--- config.mk ---
export PLATFORM = sky130hd
export DESIGN_NAME = tick_timer64
export DESIGN_NICKNAME = d
export VERILOG_FILES = /design/src/rtl/tmr_pkg.sv /design/src/rtl/tmr_count.sv /design/src/rtl/tmr_snap.sv /design/src/rtl/tmr_ctrl.sv /design/src/rtl/tick_timer64.sv
export SDC_FILE = /design/constraint.sdc
export NUM_CORES = 1
export LEC_CHECK = 0
export ABC_AREA = 1
export BUFFER_PORTS_ARGS = -buffer_cell sky130_fd_sc_hd__buf_2
export CAP_MARGIN = 20
export CORE_ASPECT_RATIO = 1.2
export CORE_MARGIN = 2
export CORE_UTILIZATION = 30
export CTS_CLUSTER_SIZE = 8
export DETAILED_ROUTE_END_ITERATION = 6
export SLEW_MARGIN = 30
export SYNTH_ARGS = -nofsm -noshare
export SYNTH_HDL_FRONTEND = slang
export SYNTH_SLANG_ARGS = --single-unit
--- constraint.sdc ---
create_clock -name clk_i -period 2.2 [get_ports clk_i]
set_clock_uncertainty 0.2 [all_clocks]
set_input_delay 0.11 -clock clk_i [delete_from_list [all_inputs] [get_ports clk_i]]
set_output_delay 0.11 -clock clk_i [all_outputs]
set_load 0.05 [all_outputs]
--- src/rtl/tmr_pkg.sv ---
package tmr_pkg;
  localparam int unsigned BUS_W = 32;

  typedef enum logic [2:0] {
    A_CNT_LO = 3'd0,
    A_CNT_HI = 3'd1,
    A_SNAP   = 3'd2,
    A_CTRL   = 3'd3,
    A_CMP    = 3'd4,
    A_EN_SET = 3'd5,
    A_EN_CLR = 3'd6,
    A_EN_ST  = 3'd7
  } reg_addr_e;

  localparam int unsigned MODE_BIT = 15;
  localparam int unsigned AUX_LSB  = 6;
  localparam int unsigned AUX_W    = 2;
  localparam int unsigned FLAG_BIT = 16;
  localparam int unsigned EN_BIT   = 15;
endpackage

--- src/rtl/tmr_count.sv ---
module tmr_count
  import tmr_pkg::*;
#(
  parameter int unsigned CW = 64
) (
  input  logic             clk_i,
  input  logic             rst_ni,
  input  logic             run_i,
  input  logic             free_i,
  input  logic [BUS_W-1:0] cmp_i,
  input  logic             ld_lo_i,
  input  logic             ld_hi_i,
  input  logic [BUS_W-1:0] wdata_i,
  output logic [CW-1:0]    cnt_o,
  output logic             hit_o
);
  localparam int unsigned HI_LSB = CW - BUS_W;

  logic [CW-1:0] cnt_q, cnt_d, cmp_ext;
  logic          at_cmp, restart;

  assign cmp_ext = CW'(cmp_i);
  assign at_cmp  = (cnt_q == cmp_ext);
  assign restart = at_cmp && !free_i;

  always_comb begin
    cnt_d = cnt_q;
    if (run_i) cnt_d = restart ? '0 : cnt_q + 1'b1;
    // software load beats the tick
    if (ld_lo_i) cnt_d[BUS_W-1:0] = wdata_i;
    if (ld_hi_i) cnt_d[HI_LSB +: BUS_W] = wdata_i;
  end

  always_ff @(posedge clk_i or negedge rst_ni) begin
    if (!rst_ni) cnt_q <= '0;
    else         cnt_q <= cnt_d;
  end

  assign cnt_o = cnt_q;
  assign hit_o = run_i && at_cmp;

  assert_load_wins_R6: assert property (@(posedge clk_i) disable iff (!rst_ni)
    ld_lo_i |=> cnt_q[BUS_W-1:0] == $past(wdata_i));
  assert_hold_R2: assert property (@(posedge clk_i) disable iff (!rst_ni)
    (!run_i && !ld_lo_i && !ld_hi_i) |=> $stable(cnt_q));
  assert_step_R2: assert property (@(posedge clk_i) disable iff (!rst_ni)
    (run_i && !restart && !ld_lo_i && !ld_hi_i) |=> cnt_q == $past(cnt_q) + 1'b1);
  assert_restart_R7: assert property (@(posedge clk_i) disable iff (!rst_ni)
    (run_i && restart && !ld_lo_i && !ld_hi_i) |=> cnt_q == '0);
endmodule

--- src/rtl/tmr_snap.sv ---
module tmr_snap
  import tmr_pkg::*;
(
  input  logic             clk_i,
  input  logic             rst_ni,
  input  logic             cap_i,
  input  logic [BUS_W-1:0] hi_i,
  output logic [BUS_W-1:0] snap_o
);
  logic [BUS_W-1:0] snap_q;

  always_ff @(posedge clk_i or negedge rst_ni) begin
    if (!rst_ni)    snap_q <= '0;
    else if (cap_i) snap_q <= hi_i;
  end

  assign snap_o = snap_q;

  assert_capture_R4: assert property (@(posedge clk_i) disable iff (!rst_ni)
    cap_i |=> snap_o == $past(hi_i));
  assert_keep_R4: assert property (@(posedge clk_i) disable iff (!rst_ni)
    !cap_i |=> $stable(snap_o));
endmodule

--- src/rtl/tmr_ctrl.sv ---
module tmr_ctrl
  import tmr_pkg::*;
(
  input  logic             clk_i,
  input  logic             rst_ni,
  input  logic             wr_ctrl_i,
  input  logic             wr_cmp_i,
  input  logic             wr_en_set_i,
  input  logic             wr_en_clr_i,
  input  logic [BUS_W-1:0] wdata_i,
  input  logic             hit_i,
  output logic             free_o,
  output logic [AUX_W-1:0] aux_o,
  output logic             flag_o,
  output logic [BUS_W-1:0] cmp_o,
  output logic             en_o
);
  logic             free_q, flag_q, en_q;
  logic [AUX_W-1:0] aux_q;
  logic [BUS_W-1:0] cmp_q;

  always_ff @(posedge clk_i or negedge rst_ni) begin
    if (!rst_ni) begin
      free_q <= 1'b0;
      aux_q  <= '0;
      flag_q <= 1'b0;
      cmp_q  <= '1;
      en_q   <= 1'b0;
    end else begin
      if (wr_ctrl_i) begin
        free_q <= wdata_i[MODE_BIT];
        aux_q  <= wdata_i[AUX_LSB +: AUX_W];
      end
      // a new hit outranks a same-cycle clear
      if (hit_i)                               flag_q <= 1'b1;
      else if (wr_ctrl_i && wdata_i[FLAG_BIT]) flag_q <= 1'b0;
      if (wr_cmp_i) cmp_q <= wdata_i;
      if (wr_en_set_i && wdata_i[EN_BIT])      en_q <= 1'b1;
      else if (wr_en_clr_i && wdata_i[EN_BIT]) en_q <= 1'b0;
    end
  end

  assign free_o = free_q;
  assign aux_o  = aux_q;
  assign flag_o = flag_q;
  assign cmp_o  = cmp_q;
  assign en_o   = en_q;

  assert_flag_set_R10: assert property (@(posedge clk_i) disable iff (!rst_ni)
    hit_i |=> flag_o);
  assert_flag_sticky_R10: assert property (@(posedge clk_i) disable iff (!rst_ni)
    (flag_o && !(wr_ctrl_i && wdata_i[FLAG_BIT])) |=> flag_o);
  assert_en_zero_write_R9: assert property (@(posedge clk_i) disable iff (!rst_ni)
    ((wr_en_set_i || wr_en_clr_i) && !wdata_i[EN_BIT]) |=> $stable(en_o));
  assert_en_clear_R9: assert property (@(posedge clk_i) disable iff (!rst_ni)
    (wr_en_clr_i && wdata_i[EN_BIT]) |=> !en_o);
endmodule

--- src/rtl/tick_timer64.sv ---
module tick_timer64
  import tmr_pkg::*;
#(
  parameter bit WIDE = 1'b1
) (
  input  logic             clk_i,
  input  logic             rst_ni,
  input  logic             tick_i,
  input  logic             req_i,
  input  logic             we_i,
  input  logic [2:0]       addr_i,
  input  logic [BUS_W-1:0] wdata_i,
  output logic [BUS_W-1:0] rdata_o
);
  localparam int unsigned CW     = WIDE ? 64 : 32;
  localparam int unsigned HI_LSB = CW - BUS_W;

  logic             rd, wr;
  logic             wr_lo, wr_hi, rd_lo;
  logic             free, flag, en, hit;
  logic [AUX_W-1:0] aux;
  logic [BUS_W-1:0] cmp, snap, ctrl_rd, rd_mux, rdata_q;
  logic [CW-1:0]    cnt;

  assign rd    = req_i && !we_i;
  assign wr    = req_i && we_i;
  assign rd_lo = rd && (addr_i == A_CNT_LO) && WIDE;
  assign wr_lo = wr && (addr_i == A_CNT_LO) && WIDE;
  assign wr_hi = wr && (addr_i == A_CNT_HI);

  tmr_ctrl u_ctrl (
    .clk_i       (clk_i),
    .rst_ni      (rst_ni),
    .wr_ctrl_i   (wr && (addr_i == A_CTRL)),
    .wr_cmp_i    (wr && (addr_i == A_CMP)),
    .wr_en_set_i (wr && (addr_i == A_EN_SET)),
    .wr_en_clr_i (wr && (addr_i == A_EN_CLR)),
    .wdata_i     (wdata_i),
    .hit_i       (hit),
    .free_o      (free),
    .aux_o       (aux),
    .flag_o      (flag),
    .cmp_o       (cmp),
    .en_o        (en)
  );

  tmr_count #(.CW(CW)) u_count (
    .clk_i   (clk_i),
    .rst_ni  (rst_ni),
    .run_i   (en && tick_i),
    .free_i  (free),
    .cmp_i   (cmp),
    .ld_lo_i (wr_lo),
    .ld_hi_i (wr_hi),
    .wdata_i (wdata_i),
    .cnt_o   (cnt),
    .hit_o   (hit)
  );

  if (WIDE) begin : g_snap
    tmr_snap u_snap (
      .clk_i  (clk_i),
      .rst_ni (rst_ni),
      .cap_i  (rd_lo),
      .hi_i   (cnt[HI_LSB +: BUS_W]),
      .snap_o (snap)
    );
  end else begin : g_no_snap
    assign snap = '0;
  end

  always_comb begin
    ctrl_rd                      = '0;
    ctrl_rd[FLAG_BIT]            = flag;
    ctrl_rd[MODE_BIT]            = free;
    ctrl_rd[AUX_LSB +: AUX_W]    = aux;
  end

  always_comb begin
    rd_mux = '0;
    unique case (addr_i)
      A_CNT_LO: rd_mux = WIDE ? cnt[BUS_W-1:0] : '0;
      A_CNT_HI: rd_mux = cnt[HI_LSB +: BUS_W];
      A_SNAP:   rd_mux = snap;
      A_CTRL:   rd_mux = ctrl_rd;
      A_CMP:    rd_mux = cmp;
      A_EN_ST:  rd_mux[EN_BIT] = en;
      default:  rd_mux = '0;
    endcase
  end

  always_ff @(posedge clk_i or negedge rst_ni) begin
    if (!rst_ni)  rdata_q <= '0;
    else if (rd)  rdata_q <= rd_mux;
  end

  assign rdata_o = rdata_q;

  assert_rd_hold_R3: assert property (@(posedge clk_i) disable iff (!rst_ni)
    !rd |=> $stable(rdata_o));
  assert_cnt_rd_R3: assert property (@(posedge clk_i) disable iff (!rst_ni)
    (rd && addr_i == A_CNT_HI) |=> rdata_o == $past(cnt[HI_LSB +: BUS_W]));
endmodule

==> metrics, run 1 <==
Net Sw Power=6580 uW; LEAKAGE=0.00610 uW; Area Overhead vs Synth=25.1%; Syn Area/Cell=6.70 um^2; synth cell count leaders=nand2_1, inv_1, o21ai_0, dfrtp_1, nor2_1; crit-path leading delay family=simple AND/OR/NAND/NOR gates; pin count of the biggest net entering global routing=65; Initial Util=30.5%; Simple-Gate Fraction of Synth Area=33.0%; First DRT Iteration DRCs=1102; clk buf depth=2; pwr dens=1110 nW/um^2; Non-Filler Instances=2197; Gate Count Post-Synth=1551; DIE WIDTH=174 um; TritonCTS clock tree=yes; Sink Count=165; Primary FF master, synth=dfrtp_1; Rows=74; CP cell instances=nor2_1, nand4_1, nor2_1, nand2_1, nor2_1, nand3_2, buf_12, nand2_1, nand2_1; period utilisation layout=99.2%; first-pass GRT wire length=68200 um; count of pins over their slew limit=0; Yosys top cell area share=32.0%; Placed Cells=2127; slowest CP cell=dfrtp_1; Final min period=2180 ps; DR vias/cell=5.09; post-synthesis compound-gate area fraction=14.6%; max-cap viol count=0; Final Setup Violations=0; Yosys reg bits=165; Internal Power=7900 uW; Pre-antenna DRT Iters=5; Clock power frac=22.1%; IO Port Bufs=71; root buf cell=clkbuf_16; setup TNS=0 ps; Net Sw Frac=45.4%; Final ANT Viol Nets=0; Synth Area in XOR/XNOR=1.35%; Comb power frac=40.0%; initial antenna violation count=0; Crit Path Max Fanout=33; fin util=38.1%; num ports=72; sequential area share after synthesis=40.1%; Tightest Pin Transition=616 ps; status=complete, no violations; maximum VDD drop=0.559 mV; Buf/Inv on CP=1; Rel. slew slack=58.9%; Sequential Power Share=37.9%; EDFF count, synth=0; number of library cell types mapped by synthesis=36; cell area after synthesis=10400 um^2; post-synthesis mux area share=0%; setup repair after global routing missed its margin=true; nets@finish=1769; GRT overflow=0; TritonCTS buffer count=17; number of global-route vias before repair=10900; Synth area leaders=dfrtp_1, nand2_1, dfstp_2; H-tree depth=4; placer congestion estimate=1.00; latest clock arrival within the worst-skew pair=470 ps; critical path startpoint category=register; fraction of layout cells with a size suffix above 1=18.0%; Worst Hold Class=input pin to register; HPWL Detailed=35100 um; Clock transition at path regs=70 ps; combinational family with the most area after synthesis=simple AND/OR/NAND/NOR gates; crit path DAT=2330 ps; core area=34100 um^2; Setup crit end kind=register; Net Count, Synth=1592; f_max=458 MHz; detailed-route wire length=45600 um; largest stage delay on the critical path=460 ps; die area=36100 um^2; GRT Total Usage=25.4%; Die Y=208 um; DRC errors left=0; Adder-Cell Fraction of Synth Area=0.120%; WL/cell=20.8 um; vias post-DR=11200; Synth area leader=dfrtp_1; count leader, synth=nand2_1; Yosys Warn Count=0; post-synthesis async set-or-reset flop share=100%; kind of critical path=register to register; n_diodes=0; Req. time, crit path=2350 ps; Final Hold Vio Count=0
registers in the layout, indices dropped and copies added (netlist names):
name	flops
u_ctrl.free_o	1
u_count.cnt_o	64
u_ctrl.aux_o	2
u_ctrl.flag_o	1
u_ctrl.en_o	1
u_ctrl.cmp_o	32
rdata_o	32
g_snap.u_snap.snap_o	32
repair_timing:
action | 4_1_cts | 5_1_grt
buffers inserted | 0 | 1
hold buffers | 37 | 0
endpoints found under the setup margin | 2 | 53
hold endpoints to repair | 247 | 0
pin swaps | 0 | 1
gates resized for setup | 2 | 18
final timing paths:
check	startpoint	endpoint	slack, ps	cells past startpoint
max	u_count.cnt_o[32]	u_count.cnt_o[30]	20	9
min	we_i	rdata_o[6]	30	5
max reg2reg	u_count.cnt_o[32]	u_count.cnt_o[30]	20	9
min reg2reg	rdata_o[6]	rdata_o[6]	270	2
max in group asynchronous	rst_ni	u_count.cnt_o[34]	1160	3
min in group asynchronous	rst_ni	u_ctrl.cmp_o[6]	40	2
through the flow:
stage | total power [uW] | worst slack [ps] | hold WS (ps) | instance area (um^2)
3_5_place_dp | 11100 | -47.3 | -193 | 12000
4_1_cts | 14400 | 4.70 | 19.7 | 12900
6_report | 14500 | 18.7 | 27.5 | 13000
5_1_grt | 15300 | -15.7 | 54.9 | 13000
3_3_place_gp | 11100 | -71.5 | -187 | 12000
2_1_floorplan | 8480 | 391 | -386 | 10400
placed cells by master (no fill, tap or decap), drive strengths merged, types with 2 or more instances in the layout:
cell type	n
a21oi	26
buf	180
bufinv	2
clkbuf	18
clkinv	3
clkinvlp	2
dfrtp	133
dfstp	32
dlygate4sd3	36
inv	233
nand2	509
nand3	93
nand4	12
nor2	165
nor3	24
o211ai	15
o21a	2
o21ai	173
o21bai	3
o22ai	57
or2	2
xnor2	15
cell type report:
cell class	count	area, um^2
inverter	226	848
tap	456	571
sequential	165	4180
timing repair buffer	216	1660
clock buffer	18	429
multi-input combinational	1102	5130
fill	3729	21100
clock inverter	14	164
power by group through the flow:
stage	Clock, uW	Combinational [uW]	Sequential (uW)
after floorplan	0	3110	5370
after global placement	0	5590	5470
after detailed placement	0	5610	5490
after CTS	3210	5700	5450
after global routing	3340	6350	5610
final	3200	5790	5490
per-layer routing:
layer,vias up,global-route usage [%],part of all wire [%]
met4,0,14.0,5.7
met5,-,0,0
li1,5291,-,-
met3,121,4.18,6.6
met1,5287,32.6,42
met2,480,40.7,46
worst reg2reg max path: stages (launching register included):
cell     delay, ps
dfrtp_1        460
nor2_1         290
nand4_1        130
nor2_1         220
nand2_1        140
nor2_1         180
nand3_2        120
buf_12         200
nand2_1        100
nand2_1         50
cells by family (layout without fill, tap and decap cells):
| family | after synthesis | in the layout |
|---|---|---|
| compound gates | 277 | 277 |
| xor+xnor | 16 | 16 |
| fa+ha+maj | 1 | 1 |
| buf+inv | 284 | 474 |
| flops | 165 | 165 |
| simple gates | 808 | 808 |
Note: power is estimated with default switching activity, not from simulation.
==> inputs of run 2 (changes only) <==
--- a/config.mk
+++ b/config.mk
@@ -10,7 +10,8 @@
 export CAP_MARGIN = 20
 export CORE_ASPECT_RATIO = 1.2
 export CORE_MARGIN = 2
-export CORE_UTILIZATION = 30
+export CORE_UTILIZATION = 33
+export CTS_BUF_LIST = sky130_fd_sc_hd__clkbuf_4
 export CTS_CLUSTER_SIZE = 8
 export DETAILED_ROUTE_END_ITERATION = 6
 export SLEW_MARGIN = 30
==> metrics, run 2 (synthesized netlist as in run 1, its figures left out) <==
status=complete, no violations (unchanged); HPWL Detailed=34700 um (was 35100 um); clk buf depth=2 (unchanged); latest clock arrival within the worst-skew pair=610 ps (was 470 ps); Crit Path Max Fanout=4 (was 33); max-cap viol count=0 (unchanged); most frequent cells in the layout=nand2_1, inv_1, o21ai_0, dfrtp_1, nor2_1 (was nand2_1, inv_1, o21ai_0, nor2_1, dfrtp_1); LEAKAGE=0.00613 uW (was 0.00610 uW); DRC errors left=0 (unchanged); root buf cell=clkbuf_4 (was clkbuf_16); first-pass GRT wire length=67900 um (was 68200 um); nets@finish=1794 (was 1769); number of global-route vias before repair=10800 (was 10900); detailed-route wire length=45700 um (was 45600 um); IO Port Bufs=71 (unchanged); die area=32900 um^2 (was 36100 um^2); initial antenna violation count=2 (was 0); Rel. slew slack=45.8% (was 58.9%); Pre-antenna DRT Iters=6 (was 5); Worst Hold Depth=4 (was 5); Fin Hold WS=96.4 ps (was 27.5 ps); Req. time, crit path=2520 ps (was 2350 ps); Clock transition at path regs=160 ps (was 70 ps); Sink Count=165 (unchanged); Final Hold Vio Count=0 (unchanged); Die Y=198 um (was 208 um); Setup crit end kind=register (unchanged); worst slack at placement=-185 ps (was -47.3 ps); Worst Hold Class=input pin to register (unchanged); f_max=462 MHz (was 458 MHz); kind of critical path=register to register (unchanged); TritonCTS buffer count=17 (unchanged); Final min period=2170 ps (was 2180 ps); TritonCTS clock tree=yes (unchanged); Final ANT Viol Nets=0 (unchanged); DIE WIDTH=166 um (was 174 um); Final Setup Violations=0 (unchanged); crit path DAT=2490 ps (was 2330 ps); R2R cell count=8 (was 9); WL/cell=21.1 um (was 20.8 um); pin count of the biggest net entering global routing=65 (unchanged); maximum VDD drop=0.517 mV (was 0.559 mV); fill count=3353 (was 3729); DR vias/cell=5.19 (was 5.09); Tightest Pin Transition=812 ps (was 616 ps); Rows=71 (was 74); core area=31200 um^2 (was 34100 um^2); H-tree depth=4 (unchanged); Area Overhead vs Synth=24.7% (was 25.1%); count of pins over their slew limit=0 (unchanged); period utilisation layout=98.4% (was 99.2%); pwr dens=1050 nW/um^2 (was 1110 nW/um^2); vias post-DR=11300 (was 11200); GRT overflow=0 (unchanged); GRT Total Usage=27.7% (was 25.4%); placer congestion estimate=0.992 (was 1.00); Initial Util=33.3% (was 30.5%); commonest non-fill, non-tap cell in the layout=nand2_1 (unchanged); Worst Setup Slack, final=34.7 ps (was 18.7 ps); setup TNS=0 ps (unchanged); max reg flops=64 (unchanged); First DRT Iteration DRCs=1125 (was 1102); critical path startpoint category=register (unchanged); num ports=72 (unchanged); fraction of layout cells with a size suffix above 1=20.2% (was 18.0%)
## run 2: cell types whose count changed in the layout (fill, tap and decap cells not counted), sizes merged
cell         previous run  this run
buf                   180       193
clkinv                  3         5
clkbuf                 18        19
inv                   233       231
clkinvlp                2         4
diode                   0         1
dlygate4sd3            36        46
bufinv                  2         1
## run 2: layer usage
layer / global-route usage [%] / vias up / share of wire, %
met2: 48.0 / 453 / 48
li1: - / 5337 / -
met3: 3.44 / 88 / 6.3
met1: 35.7 / 5380 / 42
met5: 0 / - / 0
met4: 9.82 / 0 / 3.9
## run 2: worst max-delay path, cell delays in order, from the launching register on
cell and delay [ps]:
dfrtp_1 430, buf_4 140, nand2_1 70, nor2_1 220, and2_2 280, nand3_1 240
o21ai_0 230, nand2_1 70, o21bai_1 200
## run 2: timing repair
action	4_1_cts	5_1_grt
buffers inserted	2	12
hold endpoints to repair	288	22
hold buffers	47	1
cloned	0	2
gates resized for setup	8	52
pin swaps	0	13
endpoints found under the setup margin	9	51
## run 2: path summary, 6_finish.rpt
| path | start | to | slack, ps |
|---|---|---|---|
| min in group asynchronous | rst_ni | rdata_o[12] | 460 |
| min | wdata_i[13] | u_count.cnt_o[45] | 100 |
| min reg2reg | rdata_o[5] | rdata_o[5] | 290 |
| max | u_count.cnt_o[28] | u_count.cnt_o[51] | 30 |
| max reg2reg | u_count.cnt_o[28] | u_count.cnt_o[51] | 30 |
| max in group asynchronous | rst_ni | u_ctrl.cmp_o[24] | 460 |
## run 2: metrics by stage
stage	instance area (um^2)	util, %	power [uW]	cells
finish	12900	41.5	13500	2168
global route	12900	41.5	14400	2168
CTS	12600	40.5	13200	2152
detailed placement	11900	38.0	11200	2071
global placement	11900	38.0	11200	2071
floorplan	10400	-	8480	1551
## run 2: cell type report
cell class / instances / area (um^2) / share of cell area [%]
multi-input combinational: 1102 / 5260 / 40.6
sequential: 165 / 4170 / 32.2
timing repair buffer: 241 / 1910 / 14.7
inverter: 226 / 848 / 6.55
tap: 401 / 502 / 3.87
clock inverter: 15 / 130 / 1.00
clock buffer: 17 / 128 / 0.986
antenna: 1 / 2.50 / 0.0193
## run 2: where the power goes
part / switching [uW] / internal, uW / total (uW)
sequential: 1170 / 4170 / 5340
combinational: 4090 / 2280 / 6360
clock: 1270 / 567 / 1840
